## config.mk

```make
export PLATFORM = sky130hd
export DESIGN_NAME = jcl_port_ctrl
export DESIGN_NICKNAME = d
export VERILOG_FILES = /design/src/rtl/jcl_pkg.sv /design/src/rtl/jcl_tick_gen.sv /design/src/rtl/jcl_jabber_fsm.sv /design/src/rtl/jcl_coll_pci.sv /design/src/rtl/jcl_pdi_mux.sv /design/src/rtl/jcl_port_ctrl.sv
export SDC_FILE = /design/constraint.sdc
export NUM_CORES = 1
export LEC_CHECK = 0
export BUFFER_PORTS_ARGS = -buffer_cell sky130_fd_sc_hd__buf_2
export CAP_MARGIN = 20
export CORE_MARGIN = 2
export CORE_UTILIZATION = 53
export DETAILED_ROUTE_END_ITERATION = 6
export GPL_TIMING_DRIVEN = 0
export PLACE_DENSITY = 0.82
export SLEW_MARGIN = 10
export SYNTH_ARGS = -nofsm -noshare
export SYNTH_HDL_FRONTEND = slang
export SYNTH_SLANG_ARGS = --single-unit
```

## constraint.sdc

```tcl
create_clock -name clk_i -period 2.3 [get_ports clk_i]
set_input_delay 0.23 -clock clk_i [delete_from_list [all_inputs] [get_ports clk_i]]
set_output_delay 0.23 -clock clk_i [all_outputs]
set_load 0.1 [all_outputs]
```

## src/rtl/jcl_pkg.sv

```systemverilog
package jcl_pkg;
  typedef enum logic {
    JS_OK   = 1'b0,
    JS_LOCK = 1'b1
  } jab_state_e;
endpackage

```

## src/rtl/jcl_tick_gen.sv

```systemverilog
module jcl_tick_gen #(
  parameter int PRESCALE = 20000
) (
  input  logic clk_i,
  input  logic rst_ni,
  input  logic run_i,
  output logic tick_o
);
  localparam int CW = (PRESCALE > 1) ? $clog2(PRESCALE) : 1;

  generate
    if (PRESCALE <= 1) begin : g_direct
      assign tick_o = run_i;
    end else begin : g_count
      logic [CW-1:0] cnt_q;
      assign tick_o = run_i && (cnt_q == CW'(PRESCALE - 1));
      always_ff @(posedge clk_i or negedge rst_ni) begin
        if (!rst_ni)      cnt_q <= '0;
        else if (!run_i)  cnt_q <= '0;   // window restarts whenever run drops
        else if (tick_o)  cnt_q <= '0;
        else              cnt_q <= cnt_q + CW'(1);
      end
    end
  endgenerate
endmodule

```

## src/rtl/jcl_jabber_fsm.sv

```systemverilog
module jcl_jabber_fsm
  import jcl_pkg::*;
#(
  parameter int JAB_TICKS   = 30,
  parameter int UNJAB_TICKS = 350
) (
  input  logic clk_i,
  input  logic rst_ni,
  input  logic pdo_active_i,
  input  logic tick_i,
  output logic run_o,
  output logic jab_o
);
  localparam int AW = (JAB_TICKS > 1) ? $clog2(JAB_TICKS) : 1;
  localparam int QW = (UNJAB_TICKS > 1) ? $clog2(UNJAB_TICKS) : 1;

  jab_state_e    state_q;
  logic [AW-1:0] act_q;
  logic [QW-1:0] quiet_q;

  // timer runs on carrier while unlocked, on silence while locked
  assign run_o = (state_q == JS_OK) ? pdo_active_i : !pdo_active_i;
  assign jab_o = (state_q == JS_LOCK);

  always_ff @(posedge clk_i or negedge rst_ni) begin
    if (!rst_ni) begin
      state_q <= JS_OK;
      act_q   <= '0;
      quiet_q <= '0;
    end else begin
      case (state_q)
        JS_OK: begin
          quiet_q <= '0;
          if (!pdo_active_i) act_q <= '0;
          else if (tick_i) begin
            if (act_q == AW'(JAB_TICKS - 1)) begin
              state_q <= JS_LOCK;
              act_q   <= '0;
            end else act_q <= act_q + AW'(1);
          end
        end
        default: begin
          act_q <= '0;
          if (pdo_active_i) quiet_q <= '0;
          else if (tick_i) begin
            if (quiet_q == QW'(UNJAB_TICKS - 1)) begin
              state_q <= JS_OK;
              quiet_q <= '0;
            end else quiet_q <= quiet_q + QW'(1);
          end
        end
      endcase
    end
  end
endmodule

```

## src/rtl/jcl_coll_pci.sv

```systemverilog
module jcl_coll_pci (
  input  logic clk_i,
  input  logic rst_ni,
  input  logic full_duplex_i,
  input  logic tx_en_i,
  input  logic rx_active_i,
  input  logic jab_i,
  output logic pci_o
);
  logic coll, pci_on, pci_q;

  assign coll   = !full_duplex_i && tx_en_i && rx_active_i;
  assign pci_on = !full_duplex_i && (coll || jab_i);

  always_ff @(posedge clk_i or negedge rst_ni) begin
    if (!rst_ni)     pci_q <= 1'b0;
    else if (pci_on) pci_q <= !pci_q;   // half-rate square wave
    else             pci_q <= 1'b0;
  end

  assign pci_o = pci_q;
endmodule

```

## src/rtl/jcl_pdi_mux.sv

```systemverilog
module jcl_pdi_mux (
  input  logic full_duplex_i,
  input  logic tx_en_i,
  input  logic pdo_data_i,
  input  logic rx_active_i,
  input  logic rx_data_i,
  output logic pdi_o
);
  always_comb begin
    if (!full_duplex_i && tx_en_i) pdi_o = pdo_data_i;
    else if (rx_active_i)          pdi_o = rx_data_i;
    else                           pdi_o = 1'b0;
  end
endmodule

```

## src/rtl/jcl_port_ctrl.sv

```systemverilog
module jcl_port_ctrl #(
  parameter int PRESCALE    = 20000,
  parameter int JAB_TICKS   = 30,
  parameter int UNJAB_TICKS = 350
) (
  input  logic clk_i,
  input  logic rst_ni,
  input  logic full_duplex_i,
  input  logic pdo_active_i,
  input  logic pdo_data_i,
  input  logic rx_active_i,
  input  logic rx_data_i,
  output logic tx_en_o,
  output logic tx_data_o,
  output logic pdi_o,
  output logic pci_o,
  output logic jabber_o
);
  logic run, tick, jab;

  jcl_tick_gen #(.PRESCALE(PRESCALE)) u_tick (
    .clk_i (clk_i), .rst_ni(rst_ni), .run_i(run), .tick_o(tick)
  );

  jcl_jabber_fsm #(.JAB_TICKS(JAB_TICKS), .UNJAB_TICKS(UNJAB_TICKS)) u_jab (
    .clk_i(clk_i), .rst_ni(rst_ni), .pdo_active_i(pdo_active_i),
    .tick_i(tick), .run_o(run), .jab_o(jab)
  );

  assign tx_en_o   = pdo_active_i && !jab;
  assign tx_data_o = tx_en_o && pdo_data_i;
  assign jabber_o  = jab;

  jcl_coll_pci u_pci (
    .clk_i(clk_i), .rst_ni(rst_ni), .full_duplex_i(full_duplex_i),
    .tx_en_i(tx_en_o), .rx_active_i(rx_active_i), .jab_i(jab), .pci_o(pci_o)
  );

  jcl_pdi_mux u_pdi (
    .full_duplex_i(full_duplex_i), .tx_en_i(tx_en_o), .pdo_data_i(pdo_data_i),
    .rx_active_i(rx_active_i), .rx_data_i(rx_data_i), .pdi_o(pdi_o)
  );
endmodule

```

* Word level (Yosys, flattened, before mapping) *
Cells that the tools add are included.

word-level totals
  register bits = 31
  word-level logic and storage cells = 45

cells by class
  add/sub/neg operators = 3
  equal/unequal tests = 5
  muxes and demuxes = 21
  reductions and logical operators = 11

operators by type and width
  cell                                           number
  2-to-1 mux 9 bit                               4
  2-to-1 mux 15 bit                              2
  2-to-1 mux 5 bit                               4
  adder 15 x 1 -> 15 bit, second input constant  1
  == test 15 bit, second input constant          1
  2-to-1 mux 1 bit                               11
  adder 9 x 1 -> 9 bit, second input constant    1
  == test 9 bit, second input constant           1
  logical AND 1 bit                              6
  adder 5 x 1 -> 5 bit, second input constant    1
  == test 5 bit, second input constant           1
  logical NOT 1 bit                              4
  != test 3 x 1 -> 1 bit, second input constant  1
  != test 3 bit, second input constant           1
  logical OR 1 bit                               1

* Logic depth before layout (Yosys ltp) *
Gate-level depths: netlist of the first run.

  depth after elaboration = 7
  depth in mapped cells = 7

* Hierarchy *
Synthesis of the first run repeated with hierarchy kept, for this count alone.

second synthesis, totals
  cells, all modules = 173
  area total of the unflattened synthesis = 1,716.6 µm²

modules (own cells, without submodules)
  module          instances  cells each  area an instance (µm²)  seq. area each (µm²)
  jcl_jabber_fsm  1          87          833.3                   375.4
  jcl_tick_gen    1          77          802.0                   375.4
  jcl_coll_pci    1          3           43.8                    25.0
  jcl_pdi_mux     1          4           22.5                    0.0
  jcl_port_ctrl   1          2           15.0                    0.0

* Worst setup path after synthesis of the first run *
Ideal clock, no wire load.

  path kind = reg-to-output
  from = register u_jab.state_q (netlist: u_jab.jab_o)
  to = output pdi_o
  data arrival time = 2,731 ps
  slack = -661 ps
  stages on the path, launching flop included = 6
  path buffers = 0
  path through = dfrtp_1 -> inv_1 -> ha_1 -> inv_1 -> o211ai_1 -> nand2_1

on the way
  longest elaborated chain between the ends = 4

ends and longest elaborated chain
  item                    RTL line              text
  start, declared         jcl_jabber_fsm.sv:17  jab_state_e state_q;
  start signal, assigned  jcl_jabber_fsm.sv:27  state_q <= JS_OK;
  start signal, assigned  jcl_jabber_fsm.sv:37  state_q <= JS_LOCK;
  start signal, assigned  jcl_jabber_fsm.sv:47  state_q <= JS_OK;
  logical NOT 1 bit       jcl_port_ctrl.sv:30   assign tx_en_o = pdo_active_i && !jab;
  logical AND 1 bit       jcl_port_ctrl.sv:30
  net tx_en_o             jcl_port_ctrl.sv:13   output logic tx_en_o,
  logical AND 1 bit       jcl_pdi_mux.sv:10     if (!full_duplex_i && tx_en_i) pdi_o = pdo_data_i;
  2-to-1 mux 1 bit        jcl_pdi_mux.sv:10
  end, declared           jcl_port_ctrl.sv:15   output logic pdi_o,

The timed path passes the listed nets, and every way through them passes these cells.

* Final worst setup path of the first run *
  from = register u_jab.state_q (netlist: u_jab.jab_o)
  to = register u_jab.quiet_q[5]

on the way
  longest elaborated chain between the ends = 3
  elaborated cells between the ends (all ways) = 4
  those cells by class = eq/ne: 1; mux: 2; reduce/logical: 1

ends and longest elaborated chain
  item                     RTL line              text
  2-to-1 mux 1 bit         jcl_jabber_fsm.sv:22  assign run_o = (state_q == JS_OK) ? pdo_active_i : !pdo_active_i;
  logical AND 1 bit        jcl_tick_gen.sv:16    assign tick_o = run_i && (cnt_q == CW'(PRESCALE - 1));
  != test 3 bit (no line)  n/a
  end signal, assigned     jcl_jabber_fsm.sv:49  end else quiet_q <= quiet_q + QW'(1);
  end, declared            jcl_jabber_fsm.sv:19  logic [QW-1:0] quiet_q;

Several ways; a longest one is shown, not always the timed one.
A chain may end at the register's enable or synchronous reset.

==> impl_summary.md, run 1 <==
Routing
After detailed routing, the number of vias per cell comes to 5.78. The total number of vias is 1371. The DRC violation total after the first TritonRoute iteration is 142.

In the routed design, unresolved DRC markers number 0. Before antenna repair, the detailed router went through 4 iterations. The average wire per standard cell is 13.8 um. The count of nets left with antenna violations once routing finished came out at 0.

The wire length reported by the detailed router is 3270 um.

Power
The standby leakage power is 0.877 nW. The clock network power share is 34.9%. The net switching power figure is 271 uW.

The worst voltage drop across the vdd grid is 0.242 mV. Of the total power, combinational logic draws 9.8%. The share of total power dissipated in sequential elements is 55.2%. The internal power is 771 uW. The total chip power is 1.04 mW.

For this design the ratio of total power to cell area is 532 nW/um2. The fraction of power spent switching nets is 26.0%.

Synthesis
The number of nets in the synthesized netlist is 184. In this run the mean area of a mapped cell was 10.1 um2. The part of the Yosys area used for sequential elements is 45.3%. Of the total synthesized cell area, the portion taken by XOR and XNOR cells is 6.65%.

Synthesis handed over a netlist of 170 instances. The post-synthesis share of cell area spent on and, or, nand and nor gates is 25.3%. Of the total synthesized cell area, the portion taken by full adders, half adders and majority gates is 5.11%.

Counting flops and latches in the post-synthesis netlist gives 31. The multiplexer share of the synthesized area is 1.31%. The count of yosys warnings during synthesis is 0. Summing the areas of all compound-gate instances in the mapped netlist gives 14.1% of the synthesized area. The distinct cell type count after synthesis is 39. The post-synth design cell area is 1710 um2. After synthesis, the largest family of logic cells by area is simple AND/OR/NAND/NOR gates.

Clock tree
Clock-pin slew was measured on the worst setup and hold paths at 100 ps. CTS placed an instance of clkbuf_4 at the clock tree root. In this run the number of H-tree levels came out at 2.

The number of CTS-inserted buffers is 5. The worst-case clock buffer depth is 2. The clock network latency to the later pin of the worst-skew pair is 330 ps. Clock tree synthesis found a total of 31 sinks. The clock tree from TritonCTS is built.

Global routing
The largest net degree at the start of global routing is 32. The leftover overflow at the end of global routing is 0. The global-route wire length before repair is 5490 um. Across every metal layer, demand over resource in global routing totals 20.3%. The initial antenna violation count is 0. The via count of the first global-routing pass is 1267.

Floorplanning
The floorplan has 20 rows. The vertical extent of the die is 60.9 um. The number of ports placed on the die boundary is 12. The horizontal die dimension is 60.9 um. The floorplan step defined a die boundary enclosing 3700 um2.

Once the floorplan was initialized, standard cells occupied 56.1% of the core. In this run the standard cell core region covers 3050 um2.

STA
The number of pins with negative max-slew slack in the final report is 0. The maximum clock frequency is 441 MHz. Setup repair after global routing could not meet its margin everywhere.

Hold timing on the final database bottoms out at a slack of 66.9 ps. The post-route minimum period is 2270 ps. On the final layout, the worst clock skew is 8.06 ps. At the pin with the least slew margin, the transition time is 788 ps.

In the finished design, the share of the clock period the worst path needs comes to 98.7%. The final count of hold timing violations is 0. The worst slew margin relative to its limit is 47.3%. The number of setup violations in the final report is 0.

Final layout
The post-route standard cell area excluding fillers is 1960 um2. The number of fill cells in the layout is 244. The layout net count is 206. The area of the multi-input gates is 923 um2. The register cell area after layout is 779 um2. Relative to the synthesized area, the layout overhead comes to 14.2%. The proportion of layout cells with a drive suffix above 1 is 18.7%. The number of antenna repair diodes is 0. Measured on the finished design, the core utilization comes to 64.1%.

Job
The tool flagged a number of max-cap violations equal to 0.

Worst setup path
STA puts the critical path data required time at 2570 ps. The launching element type of the critical path is a register. The maximum single-stage delay on the critical path is 520 ps. The worst-path maximum fanout is 7. The worst setup path is captured at a register. The slowest stage cell on the critical path is or4b_4. The worst path arrival time is 2540 ps.

The setup path with the least slack is of type reg -> reg. Traced cell by cell, the critical path runs through ha_4 > or4b_4 > or4_4 > a21oi_4 > a22o_1.

Place
The count of buffers added on input and output ports is 11. The placer congestion estimate is 0.823. The placed wire-length estimate after detailed placement is 2340 um.

After detailed placement, the total cell area comes to 1850 um2.

Min path
The class of the worst hold path is in -> reg.

Outcome
The run finished with clean final reports.
cell families (layout without fill, tap and decap cells):
family	after synthesis	count (layout)
xor+xnor	13	13
buf+inv	9	32
flops	31	31
simple gates	78	78
mux	2	2
compound gates	30	30
fa+ha+maj	7	7
worst max-delay path, delay by kind of cell, from the launching register on:
| kind | cells | cell delay, ps |
|---|---|---|
| and+or+nand+nor | 2 | 1010 |
| DFF | 1 | 510 |
| AOI/OAI and AO/OA | 2 | 430 |
| adders and majority gates | 1 | 250 |
cells in the mapped netlist:
library cell   n  area (um2)
nor2_1        21        78.8
nor4_1         5        31.3
or4b_4         1        13.8
buf_4          1        7.51
a211o_1        1        8.76
o211ai_1       2        15.0
nand4_1        5        31.3
or4_1          1        7.51
o2bb2ai_1      1        8.76
o21ai_0        7        35.0
clkbuf_1       1        3.75
dfrtp_1       31         776
a22o_1         7        61.3
nor4b_2        1        15.0
nand2b_2       1        8.76
ha_1           7        87.6
and4_1         2        17.5
a21oi_4        1        16.3
nand4b_1       2        17.5
or3b_2         1        8.76
nor2b_1        5        31.3
o41a_1         1        11.3
nand3_1        6        30.0
and2_1         1        6.26
inv_1          7        26.3
or3_1          1        6.26
o22ai_1        2        12.5
nor3_1         8        40.0
xnor2_1        9        78.8
mux2_2         2        22.5
o31ai_1        2        15.0
nand3b_1       1        7.51
a21oi_1        3        15.0
or4_4          1        11.3
and3_1         6        37.5
xor2_1         4        35.0
a21o_1         2        15.0
nand2_1        9        33.8
o41ai_4        1        27.5
routing by layer:
metal	global-route usage, %	routed length, um	up-vias	share of wire (%)
met1	23.8	1390	656	42
met4	10.2	45	0	1.4
met2	33.3	1660	39	51
met5	0	0	-	0
li1	-	-	670	-
met3	6.61	177	6	5.4
through the flow:
stage | setup TNS (ps) | cells | setup WS [ps]
after global placement | 0 | 225 | 35.8
after detailed placement | -10.0 | 225 | -6.85
after global routing | -54.6 | 237 | -28.8
after CTS | 0 | 235 | 27.3
after floorplan | -35.6 | 170 | -8.48
final | 0 | 237 | 30.3
layout by cell type, fill, tap and decap left out, types with 6 or more instances in the layout:
cell type  instances
a22o_1             7
inv_1              7
nor3_1             8
buf_2             12
xnor2_1            9
o21ai_0            7
and3_1             6
nand2_1            8
nor2_1            21
nand3_1            6
dfrtp_1           30
flip-flops by register name, summed over array words and instances (netlist names):
name,count
u_tick.g_count.cnt_q,15
u_pci.pci_o,1
u_jab.jab_o,1
u_jab.act_q,5
u_jab.quiet_q,9
worst paths after layout:
check	depth (start not counted)	slack (ps)	startpoint	endpoint
worst max-delay path	5	30	u_jab.jab_o$_DFF_PN0_	u_jab.quiet_q[5]$_DFFE_PN0P_
worst min-delay path	2	70	full_duplex_i	u_pci.pci_o$_DFF_PN0_
worst max register to register	5	30	u_jab.jab_o$_DFF_PN0_	u_jab.quiet_q[5]$_DFFE_PN0P_
worst min register to register	1	440	u_pci.pci_o$_DFF_PN0_	u_pci.pci_o$_DFF_PN0_
max in group asynchronous	2	1320	rst_ni	u_jab.jab_o$_DFF_PN0_
min in group asynchronous	2	460	rst_ni	u_jab.act_q[1]$_DFFE_PN0P_
final cells by class:
cell class	instances	area share [%]
multi-input cells	130	47.2
flip-flops and latches	31	39.8
repair buffers	15	4.54
clock buffers	8	3.52
well taps	44	2.81
inverters	7	1.34
plain buffers	2	0.767
power by group through the flow:
stage / logic (mW) / registers [mW] / clock network (mW)
detailed placement: 0.103 / 0.586 / 0
CTS: 0.104 / 0.575 / 0.367
floorplan: 0.0681 / 0.587 / 0
finish: 0.102 / 0.575 / 0.364
global route: 0.114 / 0.578 / 0.400
global placement: 0.0980 / 0.584 / 0
what timing repair did:
action | 4_1_cts | 5_1_grt
cloned | 0 | 1
gates resized for setup | 0 | 1
pin swaps | 1 | 2
endpoints found under the setup margin | 2 | 10
endpoints found under the hold margin | 31 | 0
hold buffers | 1 | 0
buffers inserted | 1 | 1
No activity file was read; power rests on OpenSTA's default activity.
==> run 2, diff against run 1 <==
--- a/config.mk
+++ b/config.mk
@@ -7,8 +7,10 @@
 export LEC_CHECK = 0
 export BUFFER_PORTS_ARGS = -buffer_cell sky130_fd_sc_hd__buf_2
 export CAP_MARGIN = 20
+export CELL_PAD_IN_SITES_DETAIL_PLACEMENT = 1
+export CELL_PAD_IN_SITES_GLOBAL_PLACEMENT = 1
 export CORE_MARGIN = 2
-export CORE_UTILIZATION = 53
+export CORE_UTILIZATION = 42
 export DETAILED_ROUTE_END_ITERATION = 6
 export GPL_TIMING_DRIVEN = 0
 export PLACE_DENSITY = 0.82
==> run 2 against run 1 <==
Final cell count up 3.4%; fmax down 0.62%; the run now ends with negative hold slack left; sequential cell count unchanged; design area up 1.8%; largest cell class unchanged; highest routed layer unchanged.
==> impl_summary.md, run 2 (synthesis results as in run 1) <==
Outcome
The run finished, with violations left. The final reports fail on negative hold slack.

STA
The number of pins with negative max-slew slack in the final report is 0 (unchanged). The slew at the pin with the worst max-slew slack is 828 ps (+40.0 ps). The post-route minimum period is 2280 ps (+14.2 ps). The maximum clock skew at final layout is 5.37 ps (-2.69 ps). The worst slew margin relative to its limit is 44.6% (-2.7 points). The final count of hold timing violations was 16 (+16). The fraction of the cycle the final worst path needs is 99.3% (+0.62 points). The number of setup violations in the final report is 0 (unchanged). Setup repair after global routing could not meet its margin everywhere.

The worst setup margin was 16.1 ps (-14.2 ps). The minimum hold slack is -6.77 ps (-73.7 ps). The maximum clock frequency is 438 MHz (-0.62%).

Routing
The average wire per standard cell is 15.9 um (+15%). The first-pass detailed-route iteration total was 4 (unchanged). The number of vias per cell came to 5.72 (-1.1%).

The DRC violation total after the first TritonRoute iteration was 83 (-42%). The wire length reported by the detailed router was 3890 um (+19%). The total number of vias is 1402 (+2.3%).

The post-route DRC violation count is 0 (unchanged). The number of nets with antenna violations after routing is 0 (unchanged).

Floorplanning
The vertical extent of the die is 67.9 um (+12%). The number of ports placed on the die boundary came to 12 (unchanged). The overall die area is 4600 um2 (+24%).

The count of standard-cell rows is 23 (+15%). The area of the core is 3970 um2 (+30%). The horizontal die dimension is 67.9 um (+12%). The starting utilization of the core area is 43.1% (-13 points).

Worst setup path
The worst path arrival time came to 2500 ps (-40 ps). The worst-path maximum fanout was 7 (unchanged). The worst setup path is captured at a register.

The beginning of the worst register-to-register path is u_jab.jab_o$_DFF_PN0_. The setup path with the least slack is of type reg -> reg. The launching element type of the critical path is a register.

The critical path launch point is u_jab.jab_o$_DFF_PN0_. The required time at the endpoint of the critical path was 2510 ps (-60 ps).

Power
The worst voltage drop across the vdd grid came to 0.232 mV (-4.0%). The power density over the cells came to 550 nW/um2 (+3.3%). The standby leakage power came to 0.893 nW (+1.7%).

Global routing
The largest net degree at the start of global routing came to 32 (unchanged). The initial antenna violation count is 0 (unchanged). The leftover overflow at the end of global routing is 0 (unchanged). The via count of the first global-routing pass is 1414 (+12%). The total track usage was 19.4% (-0.94 points). The global-route wire length before repair is 6630 um (+21%).

Clock tree
The clock transition at the registers of the reported paths was 60 ps (-40 ps). The number of sinks handled by clock tree synthesis is 31 (unchanged). TritonCTS built the clock tree. The clock network latency to the later pin of the worst-skew pair came to 280 ps (-50 ps). The number of CTS-inserted buffers is 5 (unchanged). The CTS H-tree depth is 2 (unchanged). The worst-case clock buffer depth came to 2 (unchanged).

The master cell of the clock root buffer is clkbuf_8. The number of buffers added to fix hold violations after cts is 0 (-1).

Place
The placement-stage worst setup slack was -77.6 ps (-70.8 ps). The placed wire-length estimate after detailed placement is 2780 um (+18%). The count of port buffers added during placement is 11 (unchanged). The placer congestion estimate is 0.814 (-1.1%).

Final layout
Compared with the post-synthesis result, the final layout area differs by 16.3%. The number of flip-flops under the largest register name is 15 (unchanged). The number of antenna repair diodes is 0 (unchanged). The number of fill cells in the layout came to 465 (+91%). In the layout the commonest cells are dfrtp_1 (30), nor2_1 (21), buf_2 (11). The utilization after layout was 50.2% (-14 points). The proportion of layout cells with a drive suffix above 1 was 19.5% (+0.83 points).

The layout net count is 208 (+0.97%). Ranked by flip-flop count, first place goes to u_tick.g_count.cnt_q. In the final layout, the registers with the most flip-flops are u_tick.g_count.cnt_q x15, u_jab.quiet_q x9, u_jab.act_q x5. The most common library cell in the layout ignoring fill and taps is dfrtp_1.

Min path
The class of the worst hold path is in -> async.

Job
The number of maximum-capacitance constraint violations is 0 (unchanged).
-- run 2: changes by cell type in the layout (fill, tap and decap cells not counted), sizes merged --
cell | previous run | this run
dlygate4sd3 | 1 | 0
buf | 15 | 18
clkinv | 0 | 1
clkbuf | 9 | 8
-- run 2: timing repair --
action,4_1_cts,5_1_grt
setup endpoints to repair,9,17
hold endpoints to repair,0,0
pin swaps,1,4
resized for setup,0,1
buffers inserted,1,5
-- run 2: metal layers --
| metal | vias up | wire (um) | GRT usage [%] |
|---|---|---|---|
| met2 | 21 | 1970 | 32.8 |
| met1 | 704 | 1730 | 23.9 |
| met5 | - | 0 | 0 |
| met4 | 0 | 61 | 6.00 |
| met3 | 9 | 131 | 5.43 |
| li1 | 668 | - | - |
-- run 2: cell type report --
cell class,count,area (um2),share of cell area (%)
Buffer,2,15.0,0.754
Clock buffer,7,76.3,3.83
Clock inverter,1,5.00,0.251
Inverter,7,26.3,1.32
Multi-Input combinational cell,130,923,46.4
Sequential cell,31,779,39.1
Tap cell,50,62.6,3.14
Timing Repair Buffer,17,104,5.21
-- run 2: final timing paths --
check	end	slack, ps	cells past startpoint
worst min-delay path	u_jab.act_q[4]$_DFFE_PN0P_	-7	1
worst max-delay path	u_jab.quiet_q[8]$_DFFE_PN0P_	20	5
min in group clk_i	u_pci.pci_o$_DFF_PN0_	130	2
max in group asynchronous	u_jab.jab_o$_DFF_PN0_	1790	1
worst min register to register	u_pci.pci_o$_DFF_PN0_	430	1
worst max register to register	u_jab.quiet_q[8]$_DFFE_PN0P_	20	5
-- run 2: power by group --
part           internal, mW  total [mW]  switching (mW)
registers             0.560       0.576          0.0167
logic                0.0333       0.108          0.0745
clock network         0.212       0.411           0.199
-- run 2: through the flow --
step                hold slack (ps)  power (mW)  setup TNS, ps  cell area (um2)  std cells
finish                        -6.77        1.10              0             1990        245
global route                   39.4        1.15           -484             1990        245
CTS                            18.6        1.11          -2.92             1950        240
detailed placement              325       0.694           -362             1860        231
global placement                305       0.683              0             1860        231
floorplan                     -65.6       0.655          -35.6             1740        170
-- run 2: critical path, stage by stage, from the launching register on --
cell and delay [ps]:
dfrtp_4 520, ha_4 250, or4b_4 520, or4_4 490, a21oi_4 250, a22o_1 180
==> run 3, diff against run 2 <==
--- a/config.mk
+++ b/config.mk
@@ -10,10 +10,11 @@
 export CELL_PAD_IN_SITES_DETAIL_PLACEMENT = 1
 export CELL_PAD_IN_SITES_GLOBAL_PLACEMENT = 1
 export CORE_MARGIN = 2
-export CORE_UTILIZATION = 42
+export CORE_UTILIZATION = 46
 export DETAILED_ROUTE_END_ITERATION = 6
 export GPL_TIMING_DRIVEN = 0
-export PLACE_DENSITY = 0.82
+export MAX_ROUTING_LAYER = met4
+export PLACE_DENSITY = 0.85
 export SLEW_MARGIN = 10
 export SYNTH_ARGS = -nofsm -noshare
 export SYNTH_HDL_FRONTEND = slang
==> constraint.sdc (replaced) <==
create_clock -name clk_i -period 2.5 [get_ports clk_i]
set_input_delay 0.25 -clock clk_i [delete_from_list [all_inputs] [get_ports clk_i]]
set_output_delay 0.25 -clock clk_i [all_outputs]
set_load 0.1 [all_outputs]
==> run 3 against run 2 <==
Critical path type unchanged; highest routed layer unchanged; clock skew is 0.97 ps higher; register-to-register slack improved by 30 ps; non-clock buffer count fell by 3; the flow still finishes with violations (negative hold slack); global-route usage is 4.6 points higher; via count is 0.43% higher; die area decreased by 8.2%; largest power group unchanged.
==> impl_summary.md, run 3 (synthesis results as in run 1) <==
STA
The fraction of the cycle the final worst path needs was 98.2% (-1.1 points). The number of pins with negative max-slew slack in the final report came to 0 (unchanged). The post-route minimum period came to 2460 ps (+172 ps). The maximum clock frequency was 407 MHz (-7.0%). The worst slew margin relative to its limit is 42.1% (-2.5 points). The final count of hold timing violations is 1 (-15).

The number of setup violations in the final report is 0 (unchanged). The maximum clock skew at final layout is 6.34 ps (+0.973 ps). The slew at the pin with the worst max-slew slack came to 865 ps (+37.3 ps). The total negative setup slack is 0 ps (unchanged). The minimum hold slack is -1.27 ps (+5.50 ps).

Worst setup path
STA classifies the critical path endpoint as a register. The maximum single-stage delay on the critical path is 540 ps (+20 ps). The worst path arrival time is 2680 ps (+180 ps). The worst setup path is launched from a register.

The worst-path maximum fanout was 8 (+1). Traced cell by cell, the critical path runs through ha_1 > or4b_4 > or4_4 > a21oi_4 > a22o_1. The slowest stage cell on the critical path is or4b_4. By startpoint and endpoint, the worst setup path is classified as reg -> reg. The required time at the endpoint of the critical path was 2720 ps (+210 ps).

Routing
The number of nets with antenna violations after routing was 0 (unchanged). The detailed-routed wire length on met2 came to 2300 um (+17%). The post-route DRC violation count is 0 (unchanged). The wire length reported by the detailed router came to 4290 um (+10%). The met3 layer wire length in the routed design is 97 um (-26%). The number of vias per cell is 5.87 (+2.5%).

The DRC violation total after the first TritonRoute iteration is 105 (+27%). The average wire per standard cell is 17.9 um (+13%). The total number of vias is 1408 (+0.43%).

The wire length on met1 is 1790 um (+3.4%). The first-pass detailed-route iteration total is 4 (unchanged). After detailed routing, no signal wire sits above met4.

Floorplanning
The starting utilization of the core area was 47.1% (+4.0 points). The overall die area is 4230 um2 (-8.2%). The vertical extent of the die was 65.0 um (-4.2%). The horizontal die dimension is 65.0 um (-4.2%). The area of the core is 3630 um2 (-8.5%). The number of ports placed on the die boundary is 12 (unchanged). The count of standard-cell rows is 22 (-4.3%).

Outcome
The final reports fail on negative hold slack. The run finished, with violations left.

Global routing
The initial antenna violation count is 0 (unchanged). The largest net degree at the start of global routing is 32 (unchanged). The leftover overflow at the end of global routing is 0 (unchanged). The global-route wire length before repair came to 7450 um (+12%). The total track usage was 23.9% (+4.6 points). The via count of the first global-routing pass is 1616 (+14%).

Power
The worst voltage drop across the vdd grid was 0.352 mV (+52%). The power density over the cells was 578 nW/um2 (+5.2%). The standby leakage power is 0.895 nW (+0.22%).

Final layout
The most common library cell in the layout ignoring fill and taps is dfrtp_1. The number of flip-flops under the largest register name is 15 (unchanged). The proportion of layout cells with a drive suffix above 1 is 18.2% (-1.3 points). The number of fill cells in the layout was 421 (-9.5%).

In the final layout, the registers with the most flip-flops are u_tick.g_count.cnt_q x15, u_jab.quiet_q x9, u_jab.act_q x5. Relative to the synthesized area, the layout overhead comes to 15.9%. The layout net count was 205 (-1.4%). Counting flops per register, the top entry is u_tick.g_count.cnt_q. The number of antenna repair diodes is 0 (unchanged).

The utilization after layout is 54.6% (+4.5 points). In the layout the commonest cells are dfrtp_1 (30), nor2_1 (21), buf_2 (11).

Clock tree
The CTS H-tree depth is 2 (unchanged). The clock transition at the registers of the reported paths is 70 ps (about the same). TritonCTS built the clock tree. The worst-case clock buffer depth is 2 (unchanged). The number of CTS-inserted buffers came to 5 (unchanged). The number of sinks handled by clock tree synthesis is 31 (unchanged). The master cell of the clock root buffer is clkbuf_8. The clock network latency to the later pin of the worst-skew pair was 290 ps (about the same).

Place
The placed wire-length estimate after detailed placement was 2880 um (+3.8%). The placer congestion estimate is 0.800 (-1.7%). The count of port buffers added during placement was 11 (unchanged).

Job
The number of maximum-capacitance constraint violations is 0 (unchanged).

Min path
In this run the worst hold path is classified as in -> async.
## run 3: what timing repair did
action,CTS,global route
cloned,0,0
resized for setup,0,2
hold endpoints to repair,0,0
pin swaps,2,4
hold buffers,0,0
endpoints found under the setup margin,15,19
setup buffers,3,0
## run 3: layer usage
layer | global-route usage (%) | vias to the layer above
met3 | 6.08 | 10
met5 | - | -
li1 | - | 671
met2 | 41.6 | 24
met4 | 9.64 | 0
met1 | 26.3 | 703
## run 3: worst max-delay path, delay by kind of cell (launching register included)
family,cells,cell delay (ps)
AO/OA/AOI/OAI,2,490
adder cells (fa/ha/maj),1,330
flip-flops,1,530
AND/OR/NAND/NOR,2,1040
## run 3: cell type report
class                   instances  area, um2  share of cell area, %
plain buffers                   2       11.3                  0.567
clock buffers                   6       82.6                   4.16
clock inverters                 2       35.0                   1.77
inverters                       7       26.3                   1.32
multi-input cells             130        912                   46.0
flip-flops and latches         31        779                   39.3
well taps                      48       60.1                   3.03
repair buffers                 14       77.6                   3.91
## run 3: power breakdown
part,switching (mW),internal [mW],total [mW]
clock,0.202,0.322,0.524
sequential,0.0150,0.515,0.530
combinational,0.0668,0.0273,0.0941
## run 3: worst paths after layout
kind | slack, ps | end | startpoint | depth (start not counted)
min | -1 | u_jab.act_q[3]$_DFFE_PN0P_ | rst_ni | 1
min reg2reg | 440 | u_pci.pci_o$_DFF_PN0_ | u_pci.pci_o$_DFF_PN0_ | 1
max in group asynchronous | 1990 | u_jab.jab_o$_DFF_PN0_ | rst_ni | 1
max | 40 | u_jab.quiet_q[2]$_DFFE_PN0P_ | u_jab.jab_o$_DFF_PN0_ | 5
min in group clk_i | 140 | u_pci.pci_o$_DFF_PN0_ | full_duplex_i | 2
max reg2reg | 40 | u_jab.quiet_q[2]$_DFFE_PN0P_ | u_jab.jab_o$_DFF_PN0_ | 5
## run 3: stage by stage
stage / worst slack (ps) / std cells / total power, mW / hold slack (ps) / cell area (um2)
final: 44.5 / 240 / 1.15 / -1.27 / 1980
after CTS: -10.5 / 240 / 1.15 / 25.3 / 1970
after detailed placement: -15.0 / 229 / 0.634 / 338 / 1830
after global routing: -6.40 / 240 / 1.19 / 61.8 / 1980
after floorplan: 0.115 / 170 / 0.600 / -45.6 / 1720
after global placement: 44.3 / 229 / 0.626 / 326 / 1830
